## src/rtl/adc_seq_pkg.sv

```systemverilog
// Package adc_seq_pkg
// Shared types and constant helpers for the parallel ADC host sequencer.
// Assumes: nothing beyond IEEE 1800-2017 constant functions.
package adc_seq_pkg;

    // Sequencer phases, in the order a successful sample visits them.
    typedef enum logic [2:0] {
        ST_IDLE,   // waiting for a request, ready high
        ST_E1,     // first CS low: start acquisition
        ST_ACQ,    // CS high while the converter tracks the input
        ST_E2,     // second CS low: start conversion, R/C carries power mode
        ST_CONV,   // CS high, waiting for end of conversion
        ST_RDL,    // third CS low, low byte on the bus
        ST_RDH,    // CS still low, high byte on the bus
        ST_REL     // CS high, bus release before the next request
    } seq_st_t;

    // Larger of two integers, for localparam derivation.
    function automatic int imax(input int a, input int b);
        return (a > b) ? a : b;
    endfunction

endpackage

```

## src/rtl/adc_seq_timer.sv

```systemverilog
// Module adc_seq_timer
// Down-counting phase timer. A load of length N makes done rise on the
// N-th cycle after the load edge, so a phase entered with a load lasts
// exactly N cycles. Assumes: len >= 1 whenever load is high.
module adc_seq_timer #(
    parameter int W       = 8,
    parameter int RST_LEN = 1
) (
    input  logic         clk,
    input  logic         rst_n,
    input  logic         load,
    input  logic [W-1:0] len,
    output logic         done
);
    logic [W-1:0] cnt_q;

    // Count down to zero and hold there until the next load.
    always_ff @(posedge clk) begin
        if (!rst_n)
            cnt_q <= W'(RST_LEN - 1);
        else if (load)
            cnt_q <= len - W'(1);
        else if (cnt_q != '0)
            cnt_q <= cnt_q - W'(1);
    end

    assign done = (cnt_q == '0);

endmodule

```

## src/rtl/adc_seq_pack.sv

```systemverilog
// Module adc_seq_pack
// Joins the low and high converter bytes into one code and formats it:
// straight binary zero-extended, or offset binary turned into two's
// complement. Assumes: lo_en comes before hi_en for each sample, and
// SMP_W > RAW_W > BUS_W.
module adc_seq_pack #(
    parameter int BUS_W = 8,
    parameter int RAW_W = 14,
    parameter int SMP_W = 16
) (
    input  logic             clk,
    input  logic             rst_n,
    input  logic             lo_en,
    input  logic             hi_en,
    input  logic             sgn,
    input  logic [BUS_W-1:0] bus,
    output logic             valid,
    output logic [SMP_W-1:0] data
);
    localparam int HI_W  = RAW_W - BUS_W;
    localparam int EXT_W = SMP_W - RAW_W;

    logic [BUS_W-1:0] lo_q;
    logic [RAW_W-1:0] raw;
    logic [SMP_W-1:0] fmt;
    logic             sgn_q;

    // Hold the low byte until the high byte arrives.
    always_ff @(posedge clk) begin
        if (!rst_n)
            lo_q <= '0;
        else if (lo_en)
            lo_q <= bus;
    end

    assign raw = {bus[HI_W-1:0], lo_q};

    // Flip the code's top bit and replicate it for two's complement.
    always_comb begin
        if (sgn)
            fmt = {{(EXT_W + 1){~raw[RAW_W-1]}}, raw[RAW_W-2:0]};
        else
            fmt = {{EXT_W{1'b0}}, raw};
    end

    // Register the result and a one-cycle strobe.
    always_ff @(posedge clk) begin
        if (!rst_n) begin
            valid <= 1'b0;
            data  <= '0;
            sgn_q <= 1'b0;
        end else begin
            valid <= hi_en;
            if (hi_en) begin
                data  <= fmt;
                sgn_q <= sgn;
            end
        end
    end

    AST_SIGNED_UPPER_UNIFORM: assert property (@(posedge clk) disable iff (!rst_n)
        (valid && sgn_q) |-> (data[SMP_W-1:RAW_W-1] == '0 || data[SMP_W-1:RAW_W-1] == '1));
    AST_UNSIGNED_UPPER_ZERO: assert property (@(posedge clk) disable iff (!rst_n)
        (valid && !sgn_q) |-> (data[SMP_W-1:RAW_W] == '0));
    AST_STROBE_SINGLE: assert property (@(posedge clk) disable iff (!rst_n)
        valid |=> !valid);

endmodule

```

## src/rtl/adc_seq_host.sv

```systemverilog
// Module adc_seq_host
// Host-side sequencer for a 14-bit parallel-output SAR converter. It drives
// the acquire, convert and read chip-select edges, waits for end of
// conversion under a watchdog, and reads two bytes to build one sample.
// Assumes: every *_CYC value is already rounded up to whole clock cycles,
// EOC_TMO_CYC exceeds both CSH_CYC and RC_SU_CYC, and adc_eoc_n and
// adc_data are synchronous to clk.
module adc_seq_host
    import adc_seq_pkg::*;
#(
    parameter int CSH_CYC     = 10,
    parameter int CSL_CYC     = 10,
    parameter int RC_SU_CYC   = 15,
    parameter int RC_HD_CYC   = 15,
    parameter int ACQ_CYC     = 500,
    parameter int SETTLE_CYC  = 3000000,
    parameter int DV_CYC      = 20,
    parameter int REL_CYC     = 20,
    parameter int EOC_TMO_CYC = 2000,
    parameter int BUS_W       = 8,
    parameter int RAW_W       = 14,
    parameter int SMP_W       = 16
) (
    input  logic             clk,
    input  logic             rst_n,
    input  logic             req_valid,
    output logic             req_ready,
    input  logic             cfg_shutdown,
    input  logic             cfg_signed,
    output logic             adc_cs_n,
    output logic             adc_rc,
    output logic             adc_hben,
    input  logic             adc_eoc_n,
    input  logic [BUS_W-1:0] adc_data,
    output logic             smp_valid,
    output logic [SMP_W-1:0] smp_data,
    output logic             eoc_err
);
    // Phase lengths, each covering every rule that applies to that phase.
    localparam int E_CYC     = imax(imax(CSL_CYC, RC_HD_CYC), 1);
    localparam int ACQ_REST  = imax(imax(ACQ_CYC - E_CYC, CSH_CYC), imax(RC_SU_CYC, 1));
    localparam int WAKE_REST = imax(SETTLE_CYC - E_CYC, ACQ_REST);
    localparam int GAP_CYC   = imax(imax(CSH_CYC, RC_SU_CYC), 1);
    localparam int RD_CYC    = imax(imax(DV_CYC, CSL_CYC), imax(RC_HD_CYC, 1));
    localparam int HB_CYC    = imax(DV_CYC, 1);
    localparam int RL_CYC    = imax(imax(REL_CYC, CSH_CYC), imax(RC_SU_CYC, 1));
    localparam int TMR_MAX   = imax(imax(WAKE_REST, RD_CYC), imax(RL_CYC, E_CYC));
    localparam int TW        = $clog2(TMR_MAX + 1);
    localparam int WW        = $clog2(EOC_TMO_CYC + 1);

    seq_st_t       state_q, state_d;
    logic          sd_q, sgn_q, prev_sd_q;
    logic [WW-1:0] wd_q;
    logic          tmr_load, tmr_done;
    logic [TW-1:0] tmr_len;
    logic          lo_en, hi_en;

    adc_seq_timer #(.W(TW), .RST_LEN(RL_CYC)) u_timer (
        .clk   (clk),
        .rst_n (rst_n),
        .load  (tmr_load),
        .len   (tmr_len),
        .done  (tmr_done)
    );

    // Next phase and the timer length to load on entering it.
    always_comb begin
        state_d  = state_q;
        tmr_load = 1'b0;
        tmr_len  = '0;
        unique case (state_q)
            ST_IDLE: if (req_valid) begin
                state_d = ST_E1;  tmr_load = 1'b1; tmr_len = TW'(E_CYC);
            end
            ST_E1: if (tmr_done) begin
                state_d  = ST_ACQ; tmr_load = 1'b1;
                tmr_len  = prev_sd_q ? TW'(WAKE_REST) : TW'(ACQ_REST);
            end
            ST_ACQ: if (tmr_done) begin
                state_d = ST_E2;  tmr_load = 1'b1; tmr_len = TW'(E_CYC);
            end
            ST_E2: if (tmr_done)
                state_d = ST_CONV;
            ST_CONV:
                if (wd_q >= WW'(GAP_CYC - 1) && !adc_eoc_n) begin
                    state_d = ST_RDL; tmr_load = 1'b1; tmr_len = TW'(RD_CYC);
                end else if (wd_q == WW'(EOC_TMO_CYC - 1)) begin
                    state_d = ST_REL; tmr_load = 1'b1; tmr_len = TW'(RL_CYC);
                end
            ST_RDL: if (tmr_done) begin
                state_d = ST_RDH; tmr_load = 1'b1; tmr_len = TW'(HB_CYC);
            end
            ST_RDH: if (tmr_done) begin
                state_d = ST_REL; tmr_load = 1'b1; tmr_len = TW'(RL_CYC);
            end
            ST_REL: if (tmr_done)
                state_d = ST_IDLE;
            default: state_d = ST_IDLE;
        endcase
    end

    // Phase register, request latch and power-mode history.
    always_ff @(posedge clk) begin
        if (!rst_n) begin
            state_q   <= ST_REL;
            sd_q      <= 1'b0;
            sgn_q     <= 1'b0;
            prev_sd_q <= 1'b1;
        end else begin
            state_q <= state_d;
            if (state_q == ST_IDLE && req_valid) begin
                sd_q  <= cfg_shutdown;
                sgn_q <= cfg_signed;
            end
            if (state_q == ST_E2 && state_d == ST_CONV)
                prev_sd_q <= sd_q;
        end
    end

    // Watchdog: cycles spent in the conversion wait.
    always_ff @(posedge clk) begin
        if (!rst_n || state_q != ST_CONV)
            wd_q <= '0;
        else
            wd_q <= wd_q + WW'(1);
    end

    // Pin drivers, registered from the next phase so pins move with it.
    always_ff @(posedge clk) begin
        if (!rst_n) begin
            adc_cs_n <= 1'b1;
            adc_rc   <= 1'b0;
            adc_hben <= 1'b0;
            eoc_err  <= 1'b0;
        end else begin
            adc_cs_n <= !(state_d inside {ST_E1, ST_E2, ST_RDL, ST_RDH});
            adc_hben <= (state_d == ST_RDH);
            eoc_err  <= (state_q == ST_CONV) && (state_d == ST_REL);
            unique case (state_d)
                ST_ACQ, ST_E2:           adc_rc <= sd_q;
                ST_CONV, ST_RDL, ST_RDH: adc_rc <= 1'b1;
                default:                 adc_rc <= 1'b0;
            endcase
        end
    end

    assign req_ready = (state_q == ST_IDLE);
    assign lo_en     = (state_q == ST_RDL) && (state_d == ST_RDH);
    assign hi_en     = (state_q == ST_RDH) && (state_d == ST_REL);

    adc_seq_pack #(.BUS_W(BUS_W), .RAW_W(RAW_W), .SMP_W(SMP_W)) u_pack (
        .clk   (clk),
        .rst_n (rst_n),
        .lo_en (lo_en),
        .hi_en (hi_en),
        .sgn   (sgn_q),
        .bus   (adc_data),
        .valid (smp_valid),
        .data  (smp_data)
    );

    AST_READ_AFTER_EOC: assert property (@(posedge clk) disable iff (!rst_n)
        ($fell(adc_cs_n) && state_q == ST_RDL) |-> $past(!adc_eoc_n));
    AST_RC_STEADY_AT_FALL: assert property (@(posedge clk) disable iff (!rst_n)
        $fell(adc_cs_n) |-> $stable(adc_rc));
    AST_ACQ_EDGE_RC_LOW: assert property (@(posedge clk) disable iff (!rst_n)
        ($fell(adc_cs_n) && state_q == ST_E1) |-> !adc_rc);
    AST_READY_BUS_QUIET: assert property (@(posedge clk) disable iff (!rst_n)
        req_ready |-> (adc_cs_n && !adc_hben && !adc_rc));
    AST_HBEN_UNDER_CS: assert property (@(posedge clk) disable iff (!rst_n)
        adc_hben |-> !adc_cs_n);
    AST_READY_DROP_ON_REQ: assert property (@(posedge clk) disable iff (!rst_n)
        $fell(req_ready) |-> $past(req_valid));
    AST_OUTCOME_EXCLUSIVE: assert property (@(posedge clk) disable iff (!rst_n)
        !(smp_valid && eoc_err));
    AST_TIMED_PHASE_HOLDS: assert property (@(posedge clk) disable iff (!rst_n)
        (!tmr_done && state_q inside {ST_E1, ST_ACQ, ST_E2, ST_RDL, ST_RDH, ST_REL})
        |=> (state_q == $past(state_q)));

endmodule

```

## config.mk

```make
export PLATFORM = sky130hd
export DESIGN_NAME = adc_seq_host
export DESIGN_NICKNAME = d
export VERILOG_FILES = /design/src/rtl/adc_seq_pkg.sv /design/src/rtl/adc_seq_timer.sv /design/src/rtl/adc_seq_pack.sv /design/src/rtl/adc_seq_host.sv
export SDC_FILE = /design/constraint.sdc
export NUM_CORES = 1
export LEC_CHECK = 0
export BUFFER_PORTS_ARGS = -buffer_cell sky130_fd_sc_hd__clkbuf_2
export CELL_PAD_IN_SITES_DETAIL_PLACEMENT = 0
export CELL_PAD_IN_SITES_GLOBAL_PLACEMENT = 1
export CORE_MARGIN = 10
export CORE_UTILIZATION = 47
export DETAILED_ROUTE_END_ITERATION = 16
export GPL_TIMING_DRIVEN = 1
export PLACE_DENSITY_LB_ADDON = 0.1
export RECOVER_POWER = 50
export SETUP_SLACK_MARGIN = 0.05
export SYNTH_ARGS = -nofsm -noshare
export SYNTH_HDL_FRONTEND = slang
export SYNTH_SLANG_ARGS = --single-unit
```

## constraint.sdc

```tcl
create_clock -name clk -period 7.65 [get_ports clk]
set_clock_uncertainty 0.05 [all_clocks]
set_input_delay 1.53 -clock clk [delete_from_list [all_inputs] [get_ports clk]]
set_output_delay 1.53 -clock clk [all_outputs]
set_load 0.01 [all_outputs]
```

After elaboration in Yosys (flattened, before gate mapping)
Index checks and enable logic that the tools add are counted.
{"block": "classes", "addsub": 3, "mul": 0, "div_mod_pow": 0, "magnitude_cmp": 1, "eq_ne": 16, "shifts": 0, "muxes": 27, "bitwise": 1, "reduce_logical": 19}
{"cell": "22-bit case mux with 5 select lines", "count": 1}
{"cell": "22-bit two-way mux", "count": 4}
{"cell": "22-bit by 1-bit subtractor with 22-bit output, second input constant", "count": 2}
{"cell": "3-bit two-way mux", "count": 9}
{"cell": "3-bit == test, second input constant", "count": 8}
{"cell": "3-bit case mux with 8 select lines", "count": 1}
{"cell": "22-bit zero test", "count": 1}
{"cell": "22-bit nonzero test", "count": 1}
{"cell": "16-bit two-way mux", "count": 1}
{"cell": "5-bit two-way mux", "count": 3}
{"cell": "3-bit by 2-bit == test with 1-bit output, second input constant", "count": 4}
{"cell": "11-bit by 1-bit adder with 11-bit output, second input constant", "count": 1}
{"cell": "11-bit == test, second input constant", "count": 1}
{"cell": "11-bit by 4-bit >= comparator with 1-bit output, second input constant", "count": 1}
{"cell": "4-bit two-way mux", "count": 2}
{"cell": "3-bit by 1-bit == test with 1-bit output, second input constant", "count": 2}
{"cell": "1-bit logical AND", "count": 6}
{"cell": "1-bit two-way mux", "count": 4}
{"cell": "4-bit nonzero test", "count": 1}
{"cell": "2-bit OR reduction", "count": 2}
{"cell": "4-bit OR reduction", "count": 1}
{"cell": "1-bit zero test", "count": 3}
{"cell": "3-bit zero test", "count": 1}
{"cell": "3-bit inequality test, second input constant", "count": 1}
{"cell": "other kinds (6)", "count": 6}
{"block": "totals", "reg_bits": 68, "latchBits": 0, "ramBits": 0, "mem_bits_ro": 0, "inputBits": 14, "output_inout_bits": 22, "memories": 0}

Logic depth before layout (Yosys ltp)
{"block": "logic_depth", "ltp_word": 7, "depth_mapped": 15}

Modules after synthesis
From an unflattened synthesis, not the netlist that was laid out.
{"block": "unflattened", "hier_cells": 399, "area_unflattened_um2": 3632.2}
{"mod": "adc_seq_timer", "instances": 1, "cells_per_inst": 183, "area_per_inst_um2": 1600.3, "seq_area_each_um2": 440.4}
{"mod": "adc_seq_host", "instances": 1, "cells_per_inst": 137, "area_per_inst_um2": 1102.3, "seq_area_each_um2": 420.4}
{"mod": "adc_seq_pack", "instances": 1, "cells_per_inst": 79, "area_per_inst_um2": 929.6, "seq_area_each_um2": 480.5}

Least setup slack after synthesis
Ideal clock, no wire load.
{"block": "synth_path", "path_type": "input -> register", "startpoint": "input port adc_eoc_n", "endpoint": "register u_timer.cnt_q[14]", "setup_time_ns": 0.066, "t_arrival_ns": 3.616, "slack_ns": 3.918, "cell_stages": 12, "path_buffers": 1, "path_cell_list": "a31oi_1 o31ai_4 a21boi_2 buf_2 a21oi_1 ha_1 nand4b_1 a41oi_1 nand3b_1 xor2_1 nand2b_1 a21oi_2"}
{"block": "synth_between", "elab_chain_len": 6, "elab_cells_between_ends": 9}
{"element": "start, declared", "line_no": "adc_seq_host.sv:33", "text": "input logic adc_eoc_n,"}
{"element": "1-bit zero test (*)", "line_no": "adc_seq_host.sv:85", "text": "if (wd_q >= WW'(GAP_CYC - 1) && !adc_eoc_n) begin"}
{"element": "1-bit logical AND (*)", "line_no": "adc_seq_host.sv:85"}
{"element": "5-bit two-way mux", "line_no": "adc_seq_host.sv:85"}
{"element": "22-bit case mux with 5 select lines", "line_no": "adc_seq_host.sv:71", "text": "unique case (state_q)"}
{"element": "22-bit by 1-bit subtractor with 22-bit output", "line_no": "adc_seq_timer.sv:22", "text": "cnt_q <= len - W'(1);"}
{"element": "22-bit two-way mux", "line_no": "adc_seq_timer.sv:21", "text": "else if (load)"}
{"element": "end signal, assigned", "line_no": "adc_seq_timer.sv:20", "text": "cnt_q <= W'(RST_LEN - 1);"}
{"element": "end signal, assigned", "line_no": "adc_seq_timer.sv:22"}
{"element": "end signal, assigned", "line_no": "adc_seq_timer.sv:24", "text": "cnt_q <= cnt_q - W'(1);"}
{"element": "end, declared", "line_no": "adc_seq_timer.sv:15", "text": "logic [W-1:0] cnt_q;"}
Mark *: on every way between the ends. The rest lies on a longest branch, timed or not.
A chain may end at the register's enable or synchronous reset.

Final worst setup path
Same ends and word-level chain as after synthesis.

==> key figures <==
Setup path
  • Critical-path top delay cell: a21boi_2
  • Crit. End Element: flip-flop
  • Crit Path Class: input pin to flip-flop
  • CP Cell Sequence: clkbuf_2 -> a31oi_1 -> o31ai_4 -> a21boi_2 -> a21oi_1 -> ha_1 -> nand4b_1 -> a41oi_1 -> nand3b_1 -> xor2_1 -> nand2b_1 -> a21oi_2
  • Crit start category: input pin
  • CP max FO: 23
  • Critical Path RT: 7.87 ns
  • Cell class contributing the biggest share of worst-path delay: compound AO/OA/AOI/OAI gates
  • Crit path DAT: 4.22 ns
  • CP bufs+invs: 1
  • CP peak stage delay: about 0.87 ns

Floorplanning
  • Die width: ~100 um
  • Ports: 36
  • Core Region: ~0.007 mm^2
  • # rows: 30
  • Initial core utilization: approximately half
  • Die Ht: approximately 100 um
  • Die footprint: about 0.011 mm^2

Detailed routing
  • DR top layer: met4
  • Met1 wire length: between 3000 and 4000 um
  • Routed WL per cell: between 10 and 15 um
  • Routed wire length: around 7800 um
  • Routed wire length on met3: ~340 um
  • First-pass iteration count of the detailed router: 4
  • # DRC: 0
  • Vias: 2,791
  • Met2 WL: around 3500 um
  • Iter 0 DRT Violations: between 150 and 200
  • Via density: 5.31
  • Routed Antenna Nets: 0

Synth
  • Average cell area after synthesis: between 8 and 9 um^2
  • Top cell type's share of synthesized area: between 40% and 50%
  • Post-Synthesis Net Count: 416
  • Seq cells post-synth: 67
  • Post-Syn Area: roughly 0.0033 mm^2
  • Largest area contributor in the netlist: dfxtp_1
  • Netlist cell types: 64
  • Post-synthesis async set-or-reset flop share: 0%
  • Count leader, synth: nand2_1
  • Area contributors post-synth: dfxtp_1 (40%), nand2_1 (8.6%), a21oi_1 (4.8%)
  • Seq/Total Area, Yosys: between 40% and 50%
  • Post-Synthesis Cells: roughly 400
  • Post-synth EDFFs: 0
  • Yosys Warn Count: 0
  • Post-synth top flop: dfxtp_1
  • Top cells by count, synth: nand2_1 (76), dfxtp_1 (67), nor2_1 (42)

Clock network
  • Post-CTS Resized: 0
  • # hold bufs at CTS: 0
  • Clock slew at reported path FFs: approximately 0.08 ns
  • Post-CTS setup buffers: 0
  • Clk sinks: 67
  • H-tree depth: 3
  • Num CTS Buffers: 9
  • Clock root cell: clkbuf_8
  • Worst skew pair latency: ~0.35 ns
  • CTS tree: yes
  • CTS Buffer Depth: 2

Finish
  • Area Overhead vs Synth: 11.4%
  • Final nets: between 400 and 500
  • Layout cells sized above 1: between 10% and 20%
  • Number of antenna repair diodes: 0
  • Fin area: 0.00371 mm^2

Timing
  • Slew headroom: ~30%
  • WHS: between 0.3 and 0.4 ns
  • Worst setup margin: 3.65 ns
  • Slew @ Worst Pin: 1.05 ns
  • Endpoints failing hold: 0
  • Fin crit share: between 50 and 60%
  • Max Clk Rate: ~250 MHz
  • Total Neg Setup Slack: 0 ns
  • RSZ-0062 raised after global routing: no
  • Count of final setup violators: 0
  • Max Slew Vio Count: 0
  • Fin crit period: around 4.0 ns

Pwr
  • Power per cell area: 208 mW/mm^2
  • Pwr Total: between 0.7 and 0.8 mW
  • Worst VDD drop: approximately 0.00011 V
  • Leak Pwr: between 1 and 1.5 nW

Place
  • Final RePlAce weighted congestion: around 0.82
  • Placed Area: 0.00352 mm^2
  • HPWL after DPL: roughly 5500 um
  • Port Buf Inserts: 35
  • Dpl ws: roughly 3.3 ns

Global routing
  • Total global routing track utilization: about 14%
  • First-pass GRT wire length: approximately 13,000 um
  • Vias in the first global route: approximately 2,600
  • Gr ovfl total: 0
  • Largest net degree at the start of global routing: 29
  • Initial antenna violation count: 0

Worst hold path
  • Hold WC Path Type: flip-flop to flip-flop

Outcome
  • Outcome: finished, final reports clean

Flow run
  • MaxCap Viol Count: 0
-- state kept, by name, summed over array words and instances, names as in the netlist --
| register | flops |
|---|---|
| u_timer.cnt_q | 22 |
| u_pack.data | 15 |
| wd_q | 11 |
| u_pack.lo_q | 8 |
| state_q | 3 |
| adc_cs_n | 1 |
| adc_hben | 1 |
| adc_rc | 1 |
| eoc_err | 1 |
| prev_sd_q | 1 |
| sd_q | 1 |
| sgn_q | 1 |
| u_pack.valid | 1 |
-- area by class of cell --
class	instances	area, um^2
fill	694	3120
timing repair buffer	35	148
clock buffer	10	128
tap	96	120
clock inverter	6	88.8
sequential	67	1340
inverter	6	22.5
multi-input combinational	306	1860
-- power breakdown --
part           total (mW)  switching [mW]  leakage, nW  internal (mW)
registers           0.369          0.0124        0.541          0.357
clock network       0.321           0.137        0.103          0.184
logic              0.0828          0.0489        0.622         0.0338
-- per-layer routing --
metal | vias to the layer above | GRT usage (%)
li1 | 1432 | -
met1 | 1299 | 19.7
met2 | 49 | 21.1
met3 | 11 | 3.47
met4 | 0 | 6.36
met5 | - | 0
-- cells in the final DEF, fill, tap and decap left out, types with 4 or more instances in the layout --
cell type,count
a21o_1,5
a21oi_1,32
a21oi_2,6
and3_1,4
clkbuf_1,23
clkbuf_2,13
clkbuf_8,9
dfxtp_1,67
ha_1,4
inv_1,5
mux2i_1,4
nand2_1,76
nand2b_1,5
nand3_1,15
nand4_1,5
nor2_1,42
nor3_1,13
nor3_2,5
nor4_1,4
o21ai_0,4
o21ai_1,5
or3_1,6
xnor2_1,11
xor2_1,12
-- kinds of logic after synthesis --
family	count (synthesis)	synth area share (%)
AO/OA/AOI/OAI	70	14.2
adder cells (fa/ha/maj)	5	1.80
AND/OR/NAND/NOR	203	32.2
multiplexers	5	1.54
flip-flops	67	40.3
buffers and inverters	25	3.83
XOR/XNOR	23	6.05
-- metrics by stage --
stage	utilization, %	std cells
finish	54.3	526
global route	54.3	526
CTS	54.7	526
detailed placement	51.5	510
global placement	51.5	510
floorplan	-	398
-- final timing paths --
check	start	to	slack, ns	cells past startpoint
worst max-delay path	adc_eoc_n	u_timer.cnt_q[14]	3.65	12
worst min-delay path	u_pack.data[6]	u_pack.data[6]	0.40	2
worst max register to register	wd_q[0]	u_timer.cnt_q[14]	3.97	14
worst min register to register	u_pack.data[6]	u_pack.data[6]	0.40	2
-- worst register-to-register path: cells and delay by family (launching register included) --
| kind | cells | cell delay (ns) |
|---|---|---|
| AO/OA/AOI/OAI | 7 | 2.13 |
| XOR/XNOR | 1 | 0.07 |
| adder cells (fa/ha/maj) | 2 | 0.50 |
| buffers and inverters | 1 | 0.06 |
| flip-flops | 1 | 0.39 |
| AND/OR/NAND/NOR | 3 | 0.45 |
No activity file was read; power rests on OpenSTA's default activity.
